===== src/rtl/wpat_pkg.sv =====
package wpat_pkg;
  typedef enum logic [1:0] {
    WC_ONE   = 2'b00,
    WC_TWO   = 2'b01,
    WC_THREE = 2'b10,
    WC_FOUR  = 2'b11
  } wcode_e;
endpackage


===== src/rtl/wpat_lfsr.sv =====
module wpat_lfsr #(
  parameter int unsigned         W        = 32,
  parameter logic [W-1:0]        TAPS     = 32'h8020_0003,
  parameter logic [W-1:0]        RST_SEED = 32'h0000_0001
) (
  input  logic         clk_i,
  input  logic         rst_ni,
  input  logic         seed_ld_i,
  input  logic [W-1:0] seed_i,
  input  logic         en_i,
  output logic [W-1:0] state_o
);
  localparam logic [W-1:0] ZERO_FIX = W'(1);

  logic [W-1:0] state_q, state_d;
  logic         fb;

  assign fb = ^(state_q & TAPS);

  always_comb begin
    state_d = state_q;
    if (seed_ld_i)   state_d = (seed_i == '0) ? ZERO_FIX : seed_i;
    else if (en_i)   state_d = {state_q[W-2:0], fb};
  end

  always_ff @(posedge clk_i or negedge rst_ni) begin
    if (!rst_ni) state_q <= RST_SEED;
    else         state_q <= state_d;
  end

  assign state_o = state_q;

  assert_never_zero_R2: assert property (@(posedge clk_i) disable iff (!rst_ni)
    state_q != '0);
  assert_seed_taken_R2: assert property (@(posedge clk_i) disable iff (!rst_ni)
    (seed_ld_i && seed_i != '0) |=> state_q == $past(seed_i));
  assert_shift_dir_R3: assert property (@(posedge clk_i) disable iff (!rst_ni)
    (en_i && !seed_ld_i) |=> state_q[W-1:1] == $past(state_q[W-2:0]));
  assert_hold_R4: assert property (@(posedge clk_i) disable iff (!rst_ni)
    (!en_i && !seed_ld_i) |=> $stable(state_q));
endmodule


===== src/rtl/wpat_wtable.sv =====
module wpat_wtable #(
  parameter int unsigned N_OUT    = 8,
  parameter int unsigned NUM_SETS = 3,
  parameter int unsigned SEL_W    = 2
) (
  input  logic               clk_i,
  input  logic               rst_ni,
  input  logic               we_i,
  input  logic [SEL_W-1:0]   wset_i,
  input  logic [2*N_OUT-1:0] code_i,
  input  logic [N_OUT-1:0]   inv_i,
  input  logic [SEL_W-1:0]   sel_i,
  output logic [2*N_OUT-1:0] code_o,
  output logic [N_OUT-1:0]   inv_o
);
  logic [2*N_OUT-1:0] code_q [NUM_SETS];
  logic [N_OUT-1:0]   inv_q  [NUM_SETS];
  logic [SEL_W-1:0]   act_q;

  for (genvar s = 0; s < NUM_SETS; s++) begin : g_set
    always_ff @(posedge clk_i or negedge rst_ni) begin
      if (!rst_ni) begin
        code_q[s] <= '0;
        inv_q[s]  <= '0;
      end else if (we_i && wset_i == SEL_W'(s)) begin
        code_q[s] <= code_i;
        inv_q[s]  <= inv_i;
      end
    end

    assert_set_write_R8: assert property (@(posedge clk_i) disable iff (!rst_ni)
      (we_i && wset_i == SEL_W'(s)) |=> (code_q[s] == $past(code_i) && inv_q[s] == $past(inv_i)));
    assert_set_keep_R8: assert property (@(posedge clk_i) disable iff (!rst_ni)
      !(we_i && wset_i == SEL_W'(s)) |=> ($stable(code_q[s]) && $stable(inv_q[s])));
  end

  always_ff @(posedge clk_i or negedge rst_ni) begin
    if (!rst_ni)                     act_q <= '0;
    else if (32'(sel_i) < NUM_SETS)  act_q <= sel_i;
    else                             act_q <= '0;
  end

  assign code_o = code_q[act_q];
  assign inv_o  = inv_q[act_q];

  assert_sel_range_R9: assert property (@(posedge clk_i) disable iff (!rst_ni)
    32'(act_q) < NUM_SETS);
  assert_sel_follow_R9: assert property (@(posedge clk_i) disable iff (!rst_ni)
    (32'(sel_i) < NUM_SETS) |=> act_q == $past(sel_i));
endmodule


===== src/rtl/wpat_shaper.sv =====
module wpat_shaper
  import wpat_pkg::*;
#(
  parameter int unsigned N_OUT = 8,
  parameter int unsigned W     = 32
) (
  input  logic               clk_i,
  input  logic               rst_ni,
  input  logic [W-1:0]       raw_i,
  input  logic [2*N_OUT-1:0] code_i,
  input  logic [N_OUT-1:0]   inv_i,
  output logic [N_OUT-1:0]   pat_o
);
  localparam int unsigned TAKE = 4;

  for (genvar j = 0; j < N_OUT; j++) begin : g_bit
    logic [TAKE-1:0] r;
    wcode_e          c;
    logic            andv;

    for (genvar k = 0; k < TAKE; k++) begin : g_tap
      assign r[k] = raw_i[j + k*N_OUT];
    end

    assign c = wcode_e'(code_i[2*j +: 2]);

    always_comb begin
      unique case (c)
        WC_ONE:   andv = r[0];
        WC_TWO:   andv = &r[1:0];
        WC_THREE: andv = &r[2:0];
        default:  andv = &r[3:0];
      endcase
    end

    assign pat_o[j] = andv ^ inv_i[j];

    assert_and_four_R6: assert property (@(posedge clk_i) disable iff (!rst_ni)
      (c == WC_FOUR && !inv_i[j] && pat_o[j]) |-> (&raw_i[j] && raw_i[j+N_OUT] && raw_i[j+2*N_OUT] && raw_i[j+3*N_OUT]));
    assert_zero_blocks_R6: assert property (@(posedge clk_i) disable iff (!rst_ni)
      (!inv_i[j] && !raw_i[j]) |-> !pat_o[j]);
    assert_invert_R7: assert property (@(posedge clk_i) disable iff (!rst_ni)
      (c == WC_ONE && inv_i[j]) |-> pat_o[j] != raw_i[j]);
  end
endmodule


===== src/rtl/wpat_gen.sv =====
module wpat_gen #(
  parameter int unsigned N_OUT    = 8,
  parameter int unsigned NUM_SETS = 3,
  parameter int unsigned LFSR_W   = 32,
  parameter logic [LFSR_W-1:0] TAPS     = 32'h8020_0003,
  parameter logic [LFSR_W-1:0] RST_SEED = 32'h0000_0001,
  localparam int unsigned SEL_W  = (NUM_SETS > 1) ? $clog2(NUM_SETS + 1) : 1,
  localparam int unsigned CODE_W = 2 * N_OUT
) (
  input  logic              clk_i,
  input  logic              rst_ni,
  input  logic              seed_ld_i,
  input  logic [LFSR_W-1:0] seed_i,
  input  logic              en_i,
  input  logic              cfg_we_i,
  input  logic [SEL_W-1:0]  cfg_set_i,
  input  logic [CODE_W-1:0] cfg_code_i,
  input  logic [N_OUT-1:0]  cfg_inv_i,
  input  logic [SEL_W-1:0]  set_sel_i,
  output logic [N_OUT-1:0]  pattern_o
);
  logic [LFSR_W-1:0] state;
  logic [CODE_W-1:0] act_code;
  logic [N_OUT-1:0]  act_inv;

  wpat_lfsr #(.W(LFSR_W), .TAPS(TAPS), .RST_SEED(RST_SEED)) u_lfsr (
    .clk_i, .rst_ni, .seed_ld_i, .seed_i, .en_i, .state_o(state)
  );

  wpat_wtable #(.N_OUT(N_OUT), .NUM_SETS(NUM_SETS), .SEL_W(SEL_W)) u_wtable (
    .clk_i, .rst_ni,
    .we_i(cfg_we_i), .wset_i(cfg_set_i), .code_i(cfg_code_i), .inv_i(cfg_inv_i),
    .sel_i(set_sel_i), .code_o(act_code), .inv_o(act_inv)
  );

  wpat_shaper #(.N_OUT(N_OUT), .W(LFSR_W)) u_shaper (
    .clk_i, .rst_ni, .raw_i(state), .code_i(act_code), .inv_i(act_inv), .pat_o(pattern_o)
  );

  // stage reach of the widest AND must stay inside the register
  initial assert_reach_R5: assert (4 * N_OUT <= LFSR_W);
endmodule


===== config.mk =====
export PLATFORM = sky130hd
export DESIGN_NAME = wpat_gen
export DESIGN_NICKNAME = d
export VERILOG_FILES = /design/src/rtl/wpat_pkg.sv /design/src/rtl/wpat_lfsr.sv /design/src/rtl/wpat_wtable.sv /design/src/rtl/wpat_shaper.sv /design/src/rtl/wpat_gen.sv
export SDC_FILE = /design/constraint.sdc
export NUM_CORES = 1
export LEC_CHECK = 0
export ABC_AREA = 1
export CAP_MARGIN = 20
export CORE_MARGIN = 2
export CORE_UTILIZATION = 40
export DETAILED_ROUTE_END_ITERATION = 16
export GPL_TIMING_DRIVEN = 0
export PLACE_DENSITY = 0.73
export SLEW_MARGIN = 40
export SYNTH_ARGS = -nofsm -noshare
export SYNTH_HDL_FRONTEND = slang
export SYNTH_SLANG_ARGS = --single-unit

===== constraint.sdc =====
create_clock -name clk_i -period 3.7 [get_ports clk_i]
set_input_delay 0.74 -clock clk_i [delete_from_list [all_inputs] [get_ports clk_i]]
set_output_delay 0.74 -clock clk_i [all_outputs]
set_load 0.02 [all_outputs]

==> results.md <==
Min path:
- In this run the worst hold path is classified as primary input to async pin.

Critical path:
- In this run the register-to-register setup slack is 2.51 ns.
- The launching element type of the critical path is a register.
- STA classifies the critical path endpoint as a primary output.
- The cell count of the worst reg-to-reg path is 10.
- Along the worst path, the maximum fanout reaches 9.
- The source of the worst register-to-register timing path is u_lfsr.state_o[0].
- The worst register-to-register path ends at u_lfsr.state_o[0].
- For the worst setup path, the data required time is about 3.0 ns.
- STA puts the critical path data arrival time at ~2.5 ns.
- The critical path class is register to primary output.

Timing:
- Measured against its own limit, the worst slew margin works out to 0.630.
- The highest achievable clock rate is around 0.30 GHz.
- The ratio of final minimum period to clock period is 0.886.
- Setup repair after global routing left no endpoint under its margin.
- The worst hold margin is 0.332 ns.
- The transition at the pin with the smallest max-transition slack is 0.555 ns.
- The final-report setup violation count is 0.
- The post-route clock skew is around 0.0033 ns.
- In the final timing run, aggregate negative setup slack is 0 ns.
- The final-report max-slew violation count is 0.
- Subtracting the final worst setup slack from the clock period gives 3.28 ns.
- The number of hold violations in the final report is 0.

Layout:
- From synthesis to final layout, the design area changed by 23.4%.
- The final layout contains 875 nets.
- Excluding fillers, the count of instances in the completed layout stands at 991.
- The fraction of layout cells with a size suffix above 1 is 0.0663.
- The number of fillers in the final layout is 1,305.
- The number of antenna diodes in the final layout is 0.
- The end-of-flow core utilization is 0.503.

GRT:
- The via count of the first global-routing pass is 4,759.
- The leftover overflow at the end of global routing is 0.
- Across every metal layer, demand over resource in global routing totals 0.220.
- The number of antenna violations at the first check in global routing is 0.
- Entering global routing, the biggest net connects 68 pins.
- The first global-routing pass estimated 24,400 um of wire.

Clock network:
- In this run the number of H-tree levels came out at 3.
- In this run, post-CTS hold repair placed 0 buffers.
- Buffers inserted during clock tree synthesis total 9.
- The clock insertion delay at the later pin of the skew report is between 0.3 and 0.4 ns.
- The number of buffers inserted to repair setup after CTS is 0.
- TritonCTS built the clock tree.
- In this run the deepest clock path goes through 2 buffers.
- The clock drives 106 sinks.
- The tree is rooted in a sky130_fd_sc_hd__clkbuf_16.
- In this run, post-CTS repair resized a total of 0 instances.
- The post-CTS clock slew at the launch and capture registers of the worst setup and hold paths is 0.07 ns.

Route:
- The count of nets left with antenna violations once routing finished came out at 0.
- The number of DRC markers after the initial detailed-route iteration is 520.
- The number of remaining DRC errors is 0.
- Using the TritonRoute via totals, the vias-per-cell ratio works out to 5.11.
- The detailed router placed 5,067 vias in this run.
- The average wire per cell in the routed design is 15.2 um.
- The first TritonRoute pass finished after 5 iterations.
- Wires add up to approximately 15,000 um.

Die:
- The floorplan step defined a die boundary enclosing 14,400 um2.
- The count of boundary I/O pins is between 70 and 80.
- The chip width is 120 um.
- The initial utilization of the core area, before any placement, comes to 0.408.
- The die outline height is around 120 um.
- The core area is 13,200 um2.
- The number of core rows is 42.

Placed design:
- At the end of routability-driven placement, the weighted congestion stood at 0.859.
- The quantity of I/O buffers inserted on ports is 71.
- Summed over all nets, the half-perimeter wirelength after detailed placement is 10,900 um.
- Counting tap cells, the placed design contains a total of ~1,000 instances.

Power and ir drop:
- The sequential cell fraction of total power is 0.466.
- VDD sags by at most 258 uV.
- The share of total power in combinational logic is 0.222.
- The internal power of the cells is 2.16 mW.
- The static power due to leakage is 3.29 nW.
- The design draws 3.15 mW.
- The switching power as a share of total power is 0.314.
- For this design the total switching power over the nets is 0.989 mW.
- The portion of total power attributed to the clock network is 0.312.
- The total power per unit cell area is roughly 470 nW/um2.

Logic synthesis:
- The synthesis warning total is 0.
- The synthesized netlist cell count is 727.
- The register bit count reported by yosys is 106.
- The share of the Yosys chip area taken by registers is 0.494.
- The per-instance average area after synthesis is between 7 and 8 um2.
- The post-synthesis cell area is 5380 um2.
- The distinct cell type count of the synthesized netlist is 21.
- The synthesized net count is 792.

Flow run:
- Across the run, the number of max-cap violations was 0.

Status:
- The run finished with clean final reports.
==> logic make-up (layout without fill, tap and decap cells) <==
logic type                after synthesis  count (layout)  share of synthesized area
buffers and inverters                 107             195                     0.0840
and+or+nand+nor                       346             346                      0.253
DFF                                   106             106                      0.494
xor gates and xnor gates                1               1                    0.00163
AOI/OAI and AO/OA                     167             167                      0.168
==> stage by stage <==
step	instance area (um2)	setup slack [ns]
2_1_floorplan	5380	1.76
4_1_cts	6630	0.487
3_5_place_dp	6330	0.880
6_report	6630	0.421
3_3_place_gp	6310	-2.17
5_1_grt	6630	0.393
==> flip-flops by register name, summed over array words and instances, names as in the netlist <==
name             flops
u_wtable.code_q     48
u_wtable.act_q       2
u_wtable.inv_q      24
u_lfsr.state_o      32
==> cells in the final DEF, fill, tap and decap left out, types with 2 or more instances in the layout <==
| master | synthesis | layout |
|---|---|---|
| sky130_fd_sc_hd__nand2_1 | 267 | 267 |
| sky130_fd_sc_hd__dfrtp_1 | 105 | 105 |
| sky130_fd_sc_hd__o21ai_0 | 73 | 73 |
| sky130_fd_sc_hd__inv_1 | 72 | 72 |
| sky130_fd_sc_hd__a21oi_1 | 71 | 71 |
| sky130_fd_sc_hd__clkdlybuf4s50_1 | 0 | 70 |
| sky130_fd_sc_hd__nor2_1 | 49 | 49 |
| sky130_fd_sc_hd__nand3_1 | 20 | 20 |
| sky130_fd_sc_hd__buf_2 | 16 | 16 |
| sky130_fd_sc_hd__a22oi_1 | 15 | 15 |
| sky130_fd_sc_hd__clkbuf_1 | 9 | 9 |
| sky130_fd_sc_hd__clkbuf_16 | 0 | 9 |
| sky130_fd_sc_hd__a31oi_1 | 5 | 5 |
| sky130_fd_sc_hd__inv_2 | 4 | 4 |
| sky130_fd_sc_hd__buf_4 | 4 | 4 |
| sky130_fd_sc_hd__or2_1 | 4 | 4 |
| sky130_fd_sc_hd__or2_2 | 4 | 4 |
| sky130_fd_sc_hd__a31oi_2 | 3 | 3 |
| sky130_fd_sc_hd__buf_6 | 2 | 2 |
| sky130_fd_sc_hd__inv_6 | 0 | 2 |
| sky130_fd_sc_hd__clkinv_4 | 0 | 2 |
==> how the worst max path moves through the flow <==
stage / start / end
CTS: u_wtable.act_q[0] / pattern_o[0]
detailed placement: u_wtable.act_q[0] / pattern_o[0]
floorplan: u_wtable.act_q[0] / pattern_o[3]
finish: u_wtable.act_q[0] / pattern_o[0]
global placement: rst_ni / u_wtable.inv_q[13]
global route: u_wtable.act_q[0] / pattern_o[2]
==> layout make-up <==
type | count | area [um2] | area share
tap | 176 | 220 | 0.0332
inverter | 76 | 285 | 0.0430
buffer | 31 | 166 | 0.0251
clock buffer | 9 | 225 | 0.0339
multi-input combinational | 514 | 2270 | 0.342
sequential | 106 | 2650 | 0.400
timing repair buffer | 72 | 736 | 0.111
clock inverter | 7 | 77.6 | 0.0117
==> metal layers <==
metal / wire length (um) / part of all wire / vias to the layer above / GRT usage
met5: 0 / 0 / - / 0
met1: 6790 / 0.45 / 2399 / 0.301
met4: 307 / 0.020 / 0 / 0.0728
li1: - / - / 2471 / -
met3: 998 / 0.066 / 19 / 0.0475
met2: 6960 / 0.46 / 178 / 0.347
==> power groups by stage <==
stage	clock, mW	sequential [mW]	combinational (mW)
CTS	0.995	1.46	0.700
global route	1.05	1.49	0.792
detailed placement	0	1.48	0.695
floorplan	0	1.44	0.440
global placement	0	1.48	0.677
finish	0.984	1.47	0.699
==> cells in the mapped netlist <==
master,count,area (um2)
sky130_fd_sc_hd__or2_2,4,25.0
sky130_fd_sc_hd__clkbuf_1,9,33.8
sky130_fd_sc_hd__nand3_1,20,100
sky130_fd_sc_hd__a21oi_1,71,355
sky130_fd_sc_hd__or2_1,4,25.0
sky130_fd_sc_hd__buf_6,2,22.5
sky130_fd_sc_hd__o21ai_0,73,365
sky130_fd_sc_hd__dfstp_2,1,26.3
sky130_fd_sc_hd__a22oi_1,15,113
sky130_fd_sc_hd__inv_2,4,15.0
sky130_fd_sc_hd__buf_2,16,80.1
sky130_fd_sc_hd__nand2_4,1,11.3
sky130_fd_sc_hd__nand2_1,267,1000
sky130_fd_sc_hd__a31oi_1,5,31.3
sky130_fd_sc_hd__inv_1,72,270
sky130_fd_sc_hd__buf_4,4,30.0
sky130_fd_sc_hd__nor2_1,49,184
sky130_fd_sc_hd__nor2_4,1,11.3
sky130_fd_sc_hd__dfrtp_1,105,2630
sky130_fd_sc_hd__a31oi_2,3,37.5
sky130_fd_sc_hd__xnor2_1,1,8.76
==> critical path, stage by stage (launching register included) <==
cell and delay (ns):
sky130_fd_sc_hd__dfrtp_1 0.51, sky130_fd_sc_hd__inv_2 0.20, sky130_fd_sc_hd__nand2_4 0.17, sky130_fd_sc_hd__nor2_1 0.05
sky130_fd_sc_hd__a31oi_1 0.40, sky130_fd_sc_hd__nand3_1 0.13, sky130_fd_sc_hd__nand2_1 0.09, sky130_fd_sc_hd__clkdlybuf4s50_1 0.60
Power figures use the tool's default switching activity.
